**src/rtl/mesi_pkg.sv**
```systemverilog
package mesi_pkg;
  typedef enum logic [1:0] {
    MS_I = 2'd0,
    MS_S = 2'd1,
    MS_E = 2'd2,
    MS_M = 2'd3
  } mesi_e;

  typedef enum logic [1:0] {
    BOP_NONE = 2'd0,
    BOP_RD   = 2'd1,
    BOP_RDX  = 2'd2,
    BOP_INV  = 2'd3
  } bus_op_e;
endpackage

```
**src/rtl/mesi_line_array.sv**
```systemverilog
module mesi_line_array
  import mesi_pkg::*;
#(
  parameter int NUM_LINES = 16,
  parameter int IDX_W     = $clog2(NUM_LINES)
) (
  input  logic                        clk_i,
  input  logic                        rst_ni,
  input  logic                        loc_we_i,
  input  logic [IDX_W-1:0]            loc_idx_i,
  input  mesi_e                       loc_st_i,
  input  logic                        snp_we_i,
  input  logic [IDX_W-1:0]            snp_idx_i,
  input  mesi_e                       snp_st_i,
  output mesi_e [NUM_LINES-1:0]       lines_o
);
  for (genvar g = 0; g < NUM_LINES; g++) begin : g_line
    mesi_e st_q;
    always_ff @(posedge clk_i or negedge rst_ni) begin
      if (!rst_ni) begin
        st_q <= MS_I;
      end else if (snp_we_i && snp_idx_i == IDX_W'(g)) begin
        st_q <= snp_st_i;  // snoop wins a same-line collision
      end else if (loc_we_i && loc_idx_i == IDX_W'(g)) begin
        st_q <= loc_st_i;
      end
    end
    assign lines_o[g] = st_q;
  end
endmodule

```
**src/rtl/mesi_snoop_unit.sv**
```systemverilog
module mesi_snoop_unit
  import mesi_pkg::*;
(
  input  logic    snp_valid_i,
  input  bus_op_e snp_op_i,
  input  mesi_e   cur_st_i,
  output logic    we_o,
  output mesi_e   next_o,
  output logic    supply_o,
  output logic    flush_o,
  output logic    shared_o
);
  always_comb begin
    we_o     = 1'b0;
    next_o   = cur_st_i;
    supply_o = 1'b0;
    flush_o  = 1'b0;
    shared_o = 1'b0;
    if (snp_valid_i && cur_st_i != MS_I) begin
      unique case (snp_op_i)
        BOP_RD: begin
          shared_o = 1'b1;
          if (cur_st_i == MS_E || cur_st_i == MS_M) begin
            supply_o = 1'b1;
            flush_o  = (cur_st_i == MS_M);
            we_o     = 1'b1;
            next_o   = MS_S;
          end
        end
        BOP_RDX: begin
          supply_o = (cur_st_i == MS_M);
          flush_o  = (cur_st_i == MS_M);
          we_o     = 1'b1;
          next_o   = MS_I;
        end
        BOP_INV: begin
          we_o   = 1'b1;
          next_o = MS_I;
        end
        default: ;
      endcase
    end
  end
endmodule

```
**src/rtl/mesi_master_fsm.sv**
```systemverilog
module mesi_master_fsm
  import mesi_pkg::*;
#(
  parameter int IDX_W = 4
) (
  input  logic             clk_i,
  input  logic             rst_ni,
  input  logic             cpu_req_i,
  input  logic             cpu_we_i,
  input  logic [IDX_W-1:0] cpu_idx_i,
  input  mesi_e            cur_st_i,
  input  logic             bus_done_i,
  input  logic             bus_shared_i,
  output logic             cpu_rdy_o,
  output logic             cpu_hit_o,
  output logic             bus_req_o,
  output bus_op_e          bus_op_o,
  output logic [IDX_W-1:0] bus_idx_o,
  output logic             loc_we_o,
  output logic [IDX_W-1:0] loc_idx_o,
  output mesi_e            loc_st_o
);
  logic             pend_q, pend_d;
  bus_op_e          op_q, op_d;
  logic [IDX_W-1:0] idx_q, idx_d;

  always_comb begin
    pend_d    = pend_q;
    op_d      = op_q;
    idx_d     = idx_q;
    cpu_rdy_o = 1'b0;
    cpu_hit_o = 1'b0;
    loc_we_o  = 1'b0;
    loc_idx_o = cpu_idx_i;
    loc_st_o  = cur_st_i;
    if (pend_q) begin
      loc_idx_o = idx_q;
      if (bus_done_i) begin
        pend_d    = 1'b0;
        cpu_rdy_o = 1'b1;
        cpu_hit_o = (op_q == BOP_INV);
        loc_we_o  = 1'b1;
        if (op_q == BOP_RD) loc_st_o = bus_shared_i ? MS_S : MS_E;
        else                loc_st_o = MS_M;
      end
    end else if (cpu_req_i) begin
      if (!cpu_we_i && cur_st_i != MS_I) begin
        cpu_rdy_o = 1'b1;
        cpu_hit_o = 1'b1;
      end else if (cpu_we_i && (cur_st_i == MS_M || cur_st_i == MS_E)) begin
        cpu_rdy_o = 1'b1;
        cpu_hit_o = 1'b1;
        loc_we_o  = (cur_st_i == MS_E);
        loc_st_o  = MS_M;
      end else begin
        pend_d = 1'b1;
        idx_d  = cpu_idx_i;
        if (!cpu_we_i)              op_d = BOP_RD;
        else if (cur_st_i == MS_S)  op_d = BOP_INV;
        else                        op_d = BOP_RDX;
      end
    end
  end

  always_ff @(posedge clk_i or negedge rst_ni) begin
    if (!rst_ni) begin
      pend_q <= 1'b0;
      op_q   <= BOP_NONE;
      idx_q  <= '0;
    end else begin
      pend_q <= pend_d;
      op_q   <= op_d;
      idx_q  <= idx_d;
    end
  end

  assign bus_req_o = pend_q;
  assign bus_op_o  = pend_q ? op_q : BOP_NONE;
  assign bus_idx_o = idx_q;

  AST_STALL_NO_RDY: assert property (@(posedge clk_i) disable iff (!rst_ni)
    bus_req_o && !bus_done_i |-> !cpu_rdy_o);
  AST_HOLD_TXN: assert property (@(posedge clk_i) disable iff (!rst_ni)
    bus_req_o && !bus_done_i |=> bus_req_o && $stable(bus_op_o) && $stable(bus_idx_o));
  AST_RD_HIT_QUIET: assert property (@(posedge clk_i) disable iff (!rst_ni)
    !bus_req_o && cpu_req_i && !cpu_we_i && cur_st_i != MS_I
      |=> !bus_req_o);
  AST_RD_MISS_REQ: assert property (@(posedge clk_i) disable iff (!rst_ni)
    !bus_req_o && cpu_req_i && !cpu_we_i && cur_st_i == MS_I
      |=> bus_req_o && bus_op_o == BOP_RD);
  AST_EXCL_WR_QUIET: assert property (@(posedge clk_i) disable iff (!rst_ni)
    !bus_req_o && cpu_req_i && cpu_we_i && cur_st_i == MS_E |=> !bus_req_o);
endmodule

```
**src/rtl/mesi_snoop_ctrl.sv**
```systemverilog
module mesi_snoop_ctrl
  import mesi_pkg::*;
#(
  parameter int NUM_LINES = 16,
  localparam int IDX_W    = $clog2(NUM_LINES)
) (
  input  logic             clk_i,
  input  logic             rst_ni,
  input  logic             cpu_req_i,
  input  logic             cpu_we_i,
  input  logic [IDX_W-1:0] cpu_idx_i,
  output logic             cpu_rdy_o,
  output logic             cpu_hit_o,
  output logic             bus_req_o,
  output logic [1:0]       bus_op_o,
  output logic [IDX_W-1:0] bus_idx_o,
  input  logic             bus_done_i,
  input  logic             bus_shared_i,
  input  logic             snp_valid_i,
  input  logic [1:0]       snp_op_i,
  input  logic [IDX_W-1:0] snp_idx_i,
  output logic             snp_supply_o,
  output logic             snp_flush_o,
  output logic             snp_shared_o
);
  mesi_e [NUM_LINES-1:0] lines;
  logic                  loc_we, snp_we;
  logic [IDX_W-1:0]      loc_idx;
  mesi_e                 loc_st, snp_st;
  bus_op_e               fsm_op;

  mesi_master_fsm #(.IDX_W(IDX_W)) u_fsm (
    .clk_i        (clk_i),
    .rst_ni       (rst_ni),
    .cpu_req_i    (cpu_req_i),
    .cpu_we_i     (cpu_we_i),
    .cpu_idx_i    (cpu_idx_i),
    .cur_st_i     (lines[cpu_idx_i]),
    .bus_done_i   (bus_done_i),
    .bus_shared_i (bus_shared_i),
    .cpu_rdy_o    (cpu_rdy_o),
    .cpu_hit_o    (cpu_hit_o),
    .bus_req_o    (bus_req_o),
    .bus_op_o     (fsm_op),
    .bus_idx_o    (bus_idx_o),
    .loc_we_o     (loc_we),
    .loc_idx_o    (loc_idx),
    .loc_st_o     (loc_st)
  );
  assign bus_op_o = fsm_op;

  mesi_snoop_unit u_snoop (
    .snp_valid_i (snp_valid_i),
    .snp_op_i    (bus_op_e'(snp_op_i)),
    .cur_st_i    (lines[snp_idx_i]),
    .we_o        (snp_we),
    .next_o      (snp_st),
    .supply_o    (snp_supply_o),
    .flush_o     (snp_flush_o),
    .shared_o    (snp_shared_o)
  );

  mesi_line_array #(.NUM_LINES(NUM_LINES), .IDX_W(IDX_W)) u_array (
    .clk_i     (clk_i),
    .rst_ni    (rst_ni),
    .loc_we_i  (loc_we),
    .loc_idx_i (loc_idx),
    .loc_st_i  (loc_st),
    .snp_we_i  (snp_we),
    .snp_idx_i (snp_idx_i),
    .snp_st_i  (snp_st),
    .lines_o   (lines)
  );

  AST_FILL_EXCL: assert property (@(posedge clk_i) disable iff (!rst_ni)
    bus_req_o && bus_done_i && bus_op_o == 2'd1 && !bus_shared_i
      |=> lines[$past(bus_idx_o)] == MS_E);
  AST_FILL_SHARED: assert property (@(posedge clk_i) disable iff (!rst_ni)
    bus_req_o && bus_done_i && bus_op_o == 2'd1 && bus_shared_i
      |=> lines[$past(bus_idx_o)] == MS_S);
  AST_UPGRADE_MOD: assert property (@(posedge clk_i) disable iff (!rst_ni)
    bus_req_o && bus_done_i && bus_op_o == 2'd3 |=> lines[$past(bus_idx_o)] == MS_M);
  AST_RFO_MOD: assert property (@(posedge clk_i) disable iff (!rst_ni)
    bus_req_o && bus_done_i && bus_op_o == 2'd2 |=> lines[$past(bus_idx_o)] == MS_M);
  AST_SNP_DEMOTE: assert property (@(posedge clk_i) disable iff (!rst_ni)
    snp_supply_o && snp_op_i == 2'd1 |=> lines[$past(snp_idx_i)] == MS_S);
  AST_SNP_KILL: assert property (@(posedge clk_i) disable iff (!rst_ni)
    snp_valid_i && snp_op_i[1] |=> lines[$past(snp_idx_i)] == MS_I);
  AST_SNP_IDLE_QUIET: assert property (@(posedge clk_i) disable iff (!rst_ni)
    !snp_valid_i |-> !snp_supply_o && !snp_flush_o && !snp_shared_o);
endmodule

```
**config.mk**
```make
export PLATFORM = sky130hd
export DESIGN_NAME = mesi_snoop_ctrl
export DESIGN_NICKNAME = d
export VERILOG_FILES = /design/src/rtl/mesi_pkg.sv /design/src/rtl/mesi_line_array.sv /design/src/rtl/mesi_snoop_unit.sv /design/src/rtl/mesi_master_fsm.sv /design/src/rtl/mesi_snoop_ctrl.sv
export SDC_FILE = /design/constraint.sdc
export NUM_CORES = 1
export LEC_CHECK = 0
export ABC_AREA = 1
export ABC_CLOCK_PERIOD_IN_PS = 2300
export BUFFER_PORTS_ARGS = -buffer_cell sky130_fd_sc_hd__buf_2
export CAP_MARGIN = 20
export CORE_MARGIN = 2
export CORE_UTILIZATION = 55
export DETAILED_ROUTE_END_ITERATION = 10
export GPL_TIMING_DRIVEN = 0
export PLACE_DENSITY = 0.74
export SLEW_MARGIN = 20
export SYNTH_ARGS = -nofsm -noshare
export SYNTH_HDL_FRONTEND = slang
export SYNTH_SLANG_ARGS = --single-unit
```
**constraint.sdc**
```tcl
create_clock -name clk_i -period 2.3 [get_ports clk_i]
set_input_delay 0.115 -clock clk_i [delete_from_list [all_inputs] [get_ports clk_i]]
set_output_delay 0.115 -clock clk_i [all_outputs]
set_load 0.005 [all_outputs]
```
* Word-level counts from Yosys, hierarchy flattened
Cells that the tools add are included.
Word-level totals: RAM bits 0, input bits 17, memories 0, latch bits 0, bits in registers 39, memory bits (read-only) 0
Cells by class: add/subtract/negate cells 0, $mul 0, muxes and demuxes 76, div/mod/pow operators 0, bitwise gates (word level) 3, reductions and logical operators 60, shift operators 0, equal/unequal tests 40, order comparisons 2
Operators with widths (number):
- $mux W2 | 45
- $eq A4 B4 Y1 const B | 16
- $reduce_bool A2 Y1 | 18
- $logic_and A1 B1 Y1 | 35
- $eq A4 B3 Y1 const B | 8
- $mux W1 | 24
- $bmux W2 S4 | 2
- $eq A4 B2 Y1 const B | 4
- $eq A2 B2 Y1 const B | 7
- $lt A4 B5 Y1 const B | 2
- $eq A4 B1 Y1 const B | 2
- $logic_not A4 Y1 | 2
- $eq A2 B1 Y1 const B | 3
- $pmux W1 S2 | 3
- $mux W4 | 1
- $pmux W2 S2 | 1
- $reduce_and A4 Y1 | 1
- $not A1 Y1 | 3
- $logic_or A1 B1 Y1 | 2
- $reduce_or A2 Y1 | 1
- $logic_not A1 Y1 | 1

* Logic depth before layout (Yosys ltp)
depth after elaboration 12, mapped depth 16, depth with buffers taken out 15

* Cells and area by module
A second synthesis with hierarchy kept.
Unflattened totals: cell total of the unflattened synthesis 556, area, all modules 3337.0 um^2
By module, submodules not included:
- mesi_line_array | area an instance 1916.8 um^2, times used 1, cells an instance 289
- mesi_snoop_ctrl | area an instance 778.2 um^2, times used 1, cells an instance 172
- mesi_master_fsm | area an instance 478.0 um^2, times used 1, cells an instance 69
- mesi_snoop_unit | area an instance 163.9 um^2, times used 1, cells an instance 26

* Worst setup path before layout
Ideal clock, no wire load.
path type register -> register, from register u_fsm.pend_q, in the netlist u_fsm.bus_req_o, to register u_array.g_line[0].st_q[0], required time 2231 ps, arrival time 1579 ps, setup slack 652 ps, library setup time 69 ps, stages on the path, launching flop included 12, clock period less this slack 1648 ps, cell sequence dfrtp_1 > inv_1 > or2_2 > o21ai_0 > inv_1 > nor2_1 > inv_1 > nor2_1 > inv_1 > nor2_1 > nand3_1 > nand3_1
On the way: cells in the longest elaborated chain, start to end 4
Ends and longest elaborated chain:
- start, declared | line mesi_master_fsm.sv:23 | logic pend_q, pend_d;
- start signal, assigned | line mesi_master_fsm.sv:71 | pend_q <= pend_d;
- $mux W4 | line mesi_master_fsm.sv:36 | if (pend_q) begin
- $logic_not A4 Y1 | line mesi_line_array.sv:24 | end else if (loc_we_i && loc_idx_i == IDX_W'(g)) begin
- $logic_and A1 B1 Y1 | line mesi_line_array.sv:24
- $reduce_bool A2 Y1 (no line)
- end signal, assigned | line mesi_line_array.sv:23 | st_q <= snp_st_i;
- end signal, assigned | line mesi_line_array.sv:25 | st_q <= loc_st_i;
- end, declared | line mesi_line_array.sv:18 | mesi_e st_q;
Parallel ways exist; a longest one is shown, timed or not. The select of a mux whose other input is x is not followed. A chain may end at the register's enable or synchronous reset.

* Worst setup path after layout
from register u_array.g_line[10].st_q[1], to register u_array.g_line[5].st_q[1]
On the way: cells in the longest elaborated chain, start to end 11
Ends and longest elaborated chain:
- start, declared | line mesi_line_array.sv:18
- start signal, assigned | line mesi_line_array.sv:23
- start signal, assigned | line mesi_line_array.sv:25
- $bmux W2 S4 | line mesi_snoop_ctrl.sv:38 | .cur_st_i (lines[cpu_idx_i]),
- $mux W2 (not written as such) | line mesi_snoop_ctrl.sv:38
- $eq A2 B2 Y1, on equally long branches | line mesi_master_fsm.sv:50, mesi_master_fsm.sv:53
- $logic_or A1 B1 Y1 | line mesi_master_fsm.sv:50 | end else if (cpu_we_i && (cur_st_i == MS_M || cur_st_i == MS_E)) begin
- $logic_and A1 B1 Y1 | line mesi_master_fsm.sv:50
- $mux W2 or $mux W1 (tied branches) | line mesi_master_fsm.sv:50
- $mux W2 or $mux W1 (tied branches) | line mesi_master_fsm.sv:47 | if (!cpu_we_i && cur_st_i != MS_I) begin
- $mux W2 or $mux W1 (tied branches) | line mesi_master_fsm.sv:46 | end else if (cpu_req_i) begin
- $mux W2 or $mux W1 (tied branches) | line mesi_master_fsm.sv:36
- $mux W2 or $logic_and A1 B1 Y1 (tied branches) | line mesi_line_array.sv:24
- $mux W2 or $reduce_bool A2 Y1 (tied branches)
- end signal, assigned | line mesi_line_array.sv:23
- end signal, assigned | line mesi_line_array.sv:25
- end, declared | line mesi_line_array.sv:18
Parallel ways exist; a longest one is shown, timed or not. The select of a mux whose other input is x is not followed.

==> flow_summary.json <==
{
  "required_ns": 2.55,
  "timing.fmax_mhz": 468,
  "synth.area.top_cells": "sky130_fd_sc_hd__dfrtp_1 29%, sky130_fd_sc_hd__nand2_1 22%, sky130_fd_sc_hd__nand3_1 17%",
  "placed_area_sq_um": 3550,
  "die_area_sq_um": 6680,
  "clock_latency_ns": 0.30,
  "cts-htree-levels": 2,
  "sequential_fraction_of_the_synthesis_area": 0.293,
  "floorplan.io_pins": 29,
  "timing.final.hold_violations": 0,
  "cpLargestDelayFamily": "compound AO/OA/AOI/OAI gates",
  "numClockSinks": 39,
  "row_count": 28,
  "syn_to_final_growth_pct": 11.3,
  "drt-total-wl_mm": 10.4,
  "floorplan.die.width_um": 81.8,
  "dieHeight_um": 81.8,
  "antenna_found_initial": 0,
  "grt_pass1_vias": 3327,
  "p_leak_nw": 1.94,
  "residual_overflow_from_global_routing": 0,
  "timing.final.crit_share": 0.930,
  "clock-root-buffer": "sky130_fd_sc_hd__clkbuf_8",
  "path_buf_inv": 3,
  "vias": 3727,
  "initialDrtViolationCount": 424,
  "synth_top_cell_by_area": "sky130_fd_sc_hd__dfrtp_1",
  "fin_crit_ns": 2.14,
  "ir_drop_uv": 548,
  "finish.net_count": 619,
  "grt_start_max_net_pins": 40,
  "max_cap_violations": 0,
  "viasPerCell": 5.53,
  "maxSlewHeadroom": 0.379,
  "critical_path_peak_fanout": 10,
  "clk_transition_reported_paths_ns": 0.09,
  "firstDrtPassIters": 7,
  "cts_tree": "yes",
  "ys_warn_count": 0,
  "final_critical_path_setup_slack_ns": 0.161,
  "timing.setup.tns_ns": 0,
  "synth_cells": 563,
  "ant_diodes": 0,
  "drt_drc_violations_left": 0,
  "timing.critical_path.from_type": "flop",
  "final-setup-viol-count": 0,
  "tritoncts.num_buffers": 5,
  "mappedNetlistArea_sq_um": 3330,
  "cp.arrival_ns": 2.39,
  "grt_setup_unrepaired": "no",
  "floorplan.initialDensity": 0.565,
  "critical-path-max-stage-delay_ns": 0.43,
  "skew_ns": 0.00504,
  "max-clock-path-buffers": 2,
  "final_antenna_net_count": 0,
  "power-per-cell-area_nw_per_um2": 913,
  "yosys.cell_types.count": 25,
  "ys_ff_latch": 39,
  "final_report_max_slew_violation_count": 0,
  "endpoint_kind": "flop",
  "grt_first_pass_wirelength_mm": 16.1,
  "cts_post_setup_buffers_inserted": 0,
  "mappedNetlistNets": 584,
  "worst-setup-path-type": "reg -> reg",
  "grt_util_all_layers": 0.321,
  "synth_area_per_cell_sq_um": 5.91,
  "globalplace.congestion": 0.970,
  "critical_path_top_delay_cell": "sky130_fd_sc_hd__a21oi_2",
  "port_buffers": 27,
  "fp.coreArea_sq_um": 5890,
  "post-dp-hpwl_mm": 7.82,
  "final_cell_mix": "191 x sky130_fd_sc_hd__nand2_1, 114 x sky130_fd_sc_hd__nand3_1, 74 x sky130_fd_sc_hd__inv_1",
  "critical_path.cell_chain": "inv_1 > o21ai_0 > nand2_1 > nand3_1 > nand3_1 > nand2_1 > inv_1 > a21oi_2 > buf_2 > nand3_1 > nand2_1",
  "yosys_top_cell_area_share": 0.293,
  "postLayoutCellArea_sq_um": 3700,
  "share_of_final_layout_standard_cells_stronger_than_drive_strength_1": 0.134,
  "timing_worst_slew_pin_value_ns": 0.932,
  "layout_commonest_cell": "sky130_fd_sc_hd__nand2_1",
  "routed_wire_per_std_cell_um": 15.4,
  "dpl_worst_slack_ns": 0.150,
  "hold_path.class": "in -> reg",
  "status": "finished clean"
}
==> flip-flops by register name (all words and copies together) (netlist names) <==
register / cells
u_fsm.op_q: 2
u_fsm.bus_idx_o: 4
u_array.g_line.st_q: 32
u_fsm.bus_req_o: 1
==> metal layers <==
layer / vias to the layer above / track usage / routed length [um]
met2: 182 / 0.535 / 4760
met5: - / 0 / 0
met3: 29 / 0.0538 / 895
met1: 1684 / 0.422 / 4470
met4: 0 / 0.107 / 257
li1: 1832 / - / -
==> repair_timing <==
item	CTS	global route
endpoints found under the setup margin	0	1
hold buffers	1	0
gates resized for setup	0	1
hold endpoints to repair	39	0
==> synth_stat cells <==
library cell / number
sky130_fd_sc_hd__a21oi_1: 2
sky130_fd_sc_hd__a21oi_2: 1
sky130_fd_sc_hd__a21oi_4: 1
sky130_fd_sc_hd__buf_2: 6
sky130_fd_sc_hd__buf_4: 7
sky130_fd_sc_hd__buf_6: 2
sky130_fd_sc_hd__clkbuf_1: 1
sky130_fd_sc_hd__clkinv_1: 1
sky130_fd_sc_hd__dfrtp_1: 39
sky130_fd_sc_hd__ha_1: 4
sky130_fd_sc_hd__inv_1: 74
sky130_fd_sc_hd__inv_2: 3
sky130_fd_sc_hd__nand2_1: 191
sky130_fd_sc_hd__nand2_2: 3
sky130_fd_sc_hd__nand2_4: 1
sky130_fd_sc_hd__nand3_1: 114
sky130_fd_sc_hd__nand3_2: 10
sky130_fd_sc_hd__nor2_1: 70
sky130_fd_sc_hd__nor2_2: 5
sky130_fd_sc_hd__nor3_1: 3
sky130_fd_sc_hd__o21ai_0: 17
sky130_fd_sc_hd__o21ai_1: 2
sky130_fd_sc_hd__o21ai_2: 1
sky130_fd_sc_hd__o31ai_1: 1
sky130_fd_sc_hd__or2_2: 4
==> report_power, final <==
part	switching [mW]	leakage [nW]	internal (mW)
clock	0.286	0.0644	0.433
combinational	0.962	1.37	0.497
sequential	0.258	0.509	0.945
total	1.51	1.94	1.88
==> stage by stage <==
stage	power, mW	utilization	hold slack (ns)	cells
global route	3.60	0.629	0.0423	674
floorplan	2.14	-	-0.181	563
detailed placement	2.61	0.604	0.298	665
CTS	3.33	0.629	0.0182	674
finish	3.38	0.629	0.0329	674
global placement	2.58	0.604	0.291	665
==> cell families (layout without fill, tap and decap cells) <==
family | Yosys count | count (layout) | synth area share
AOI/OAI and AO/OA | 25 | 25 | 0.0440
adders and majority gates | 4 | 4 | 0.0150
buffers and inverters | 94 | 130 | 0.121
DFF | 39 | 39 | 0.293
and+or+nand+nor | 401 | 401 | 0.527
==> path summary, 6_finish.rpt <==
| check | start | end | slack (ns) | cells past startpoint |
|---|---|---|---|---|
| min in group asynchronous | rst_ni | u_array.g_line[7].st_q[1]$_DFFE_PN0P_ | 0.48 | 2 |
| worst max register to register | u_array.g_line[10].st_q[1]$_DFFE_PN0P_ | u_array.g_line[5].st_q[1]$_DFFE_PN0P_ | 0.16 | 11 |
| max in group asynchronous | rst_ni | u_fsm.bus_req_o$_DFF_PN0_ | 1.19 | 2 |
| worst max-delay path | u_array.g_line[10].st_q[1]$_DFFE_PN0P_ | u_array.g_line[5].st_q[1]$_DFFE_PN0P_ | 0.16 | 11 |
| worst min-delay path | bus_done_i | u_fsm.bus_req_o$_DFF_PN0_ | 0.03 | 2 |
| worst min register to register | u_fsm.bus_idx_o[2]$_DFFE_PN0P_ | u_fsm.bus_idx_o[2]$_DFFE_PN0P_ | 0.51 | 2 |
==> layout make-up <==
cell class | count | area [sq um]
plain buffers | 16 | 109
clock buffers | 5 | 68.8
clock inverters | 3 | 67.6
fillers | 574 | 2180
inverters | 78 | 293
multi-input cells | 430 | 1950
flip-flops and latches | 39 | 977
well taps | 75 | 93.8
repair buffers | 28 | 145
Power figures use the tool's default switching activity.
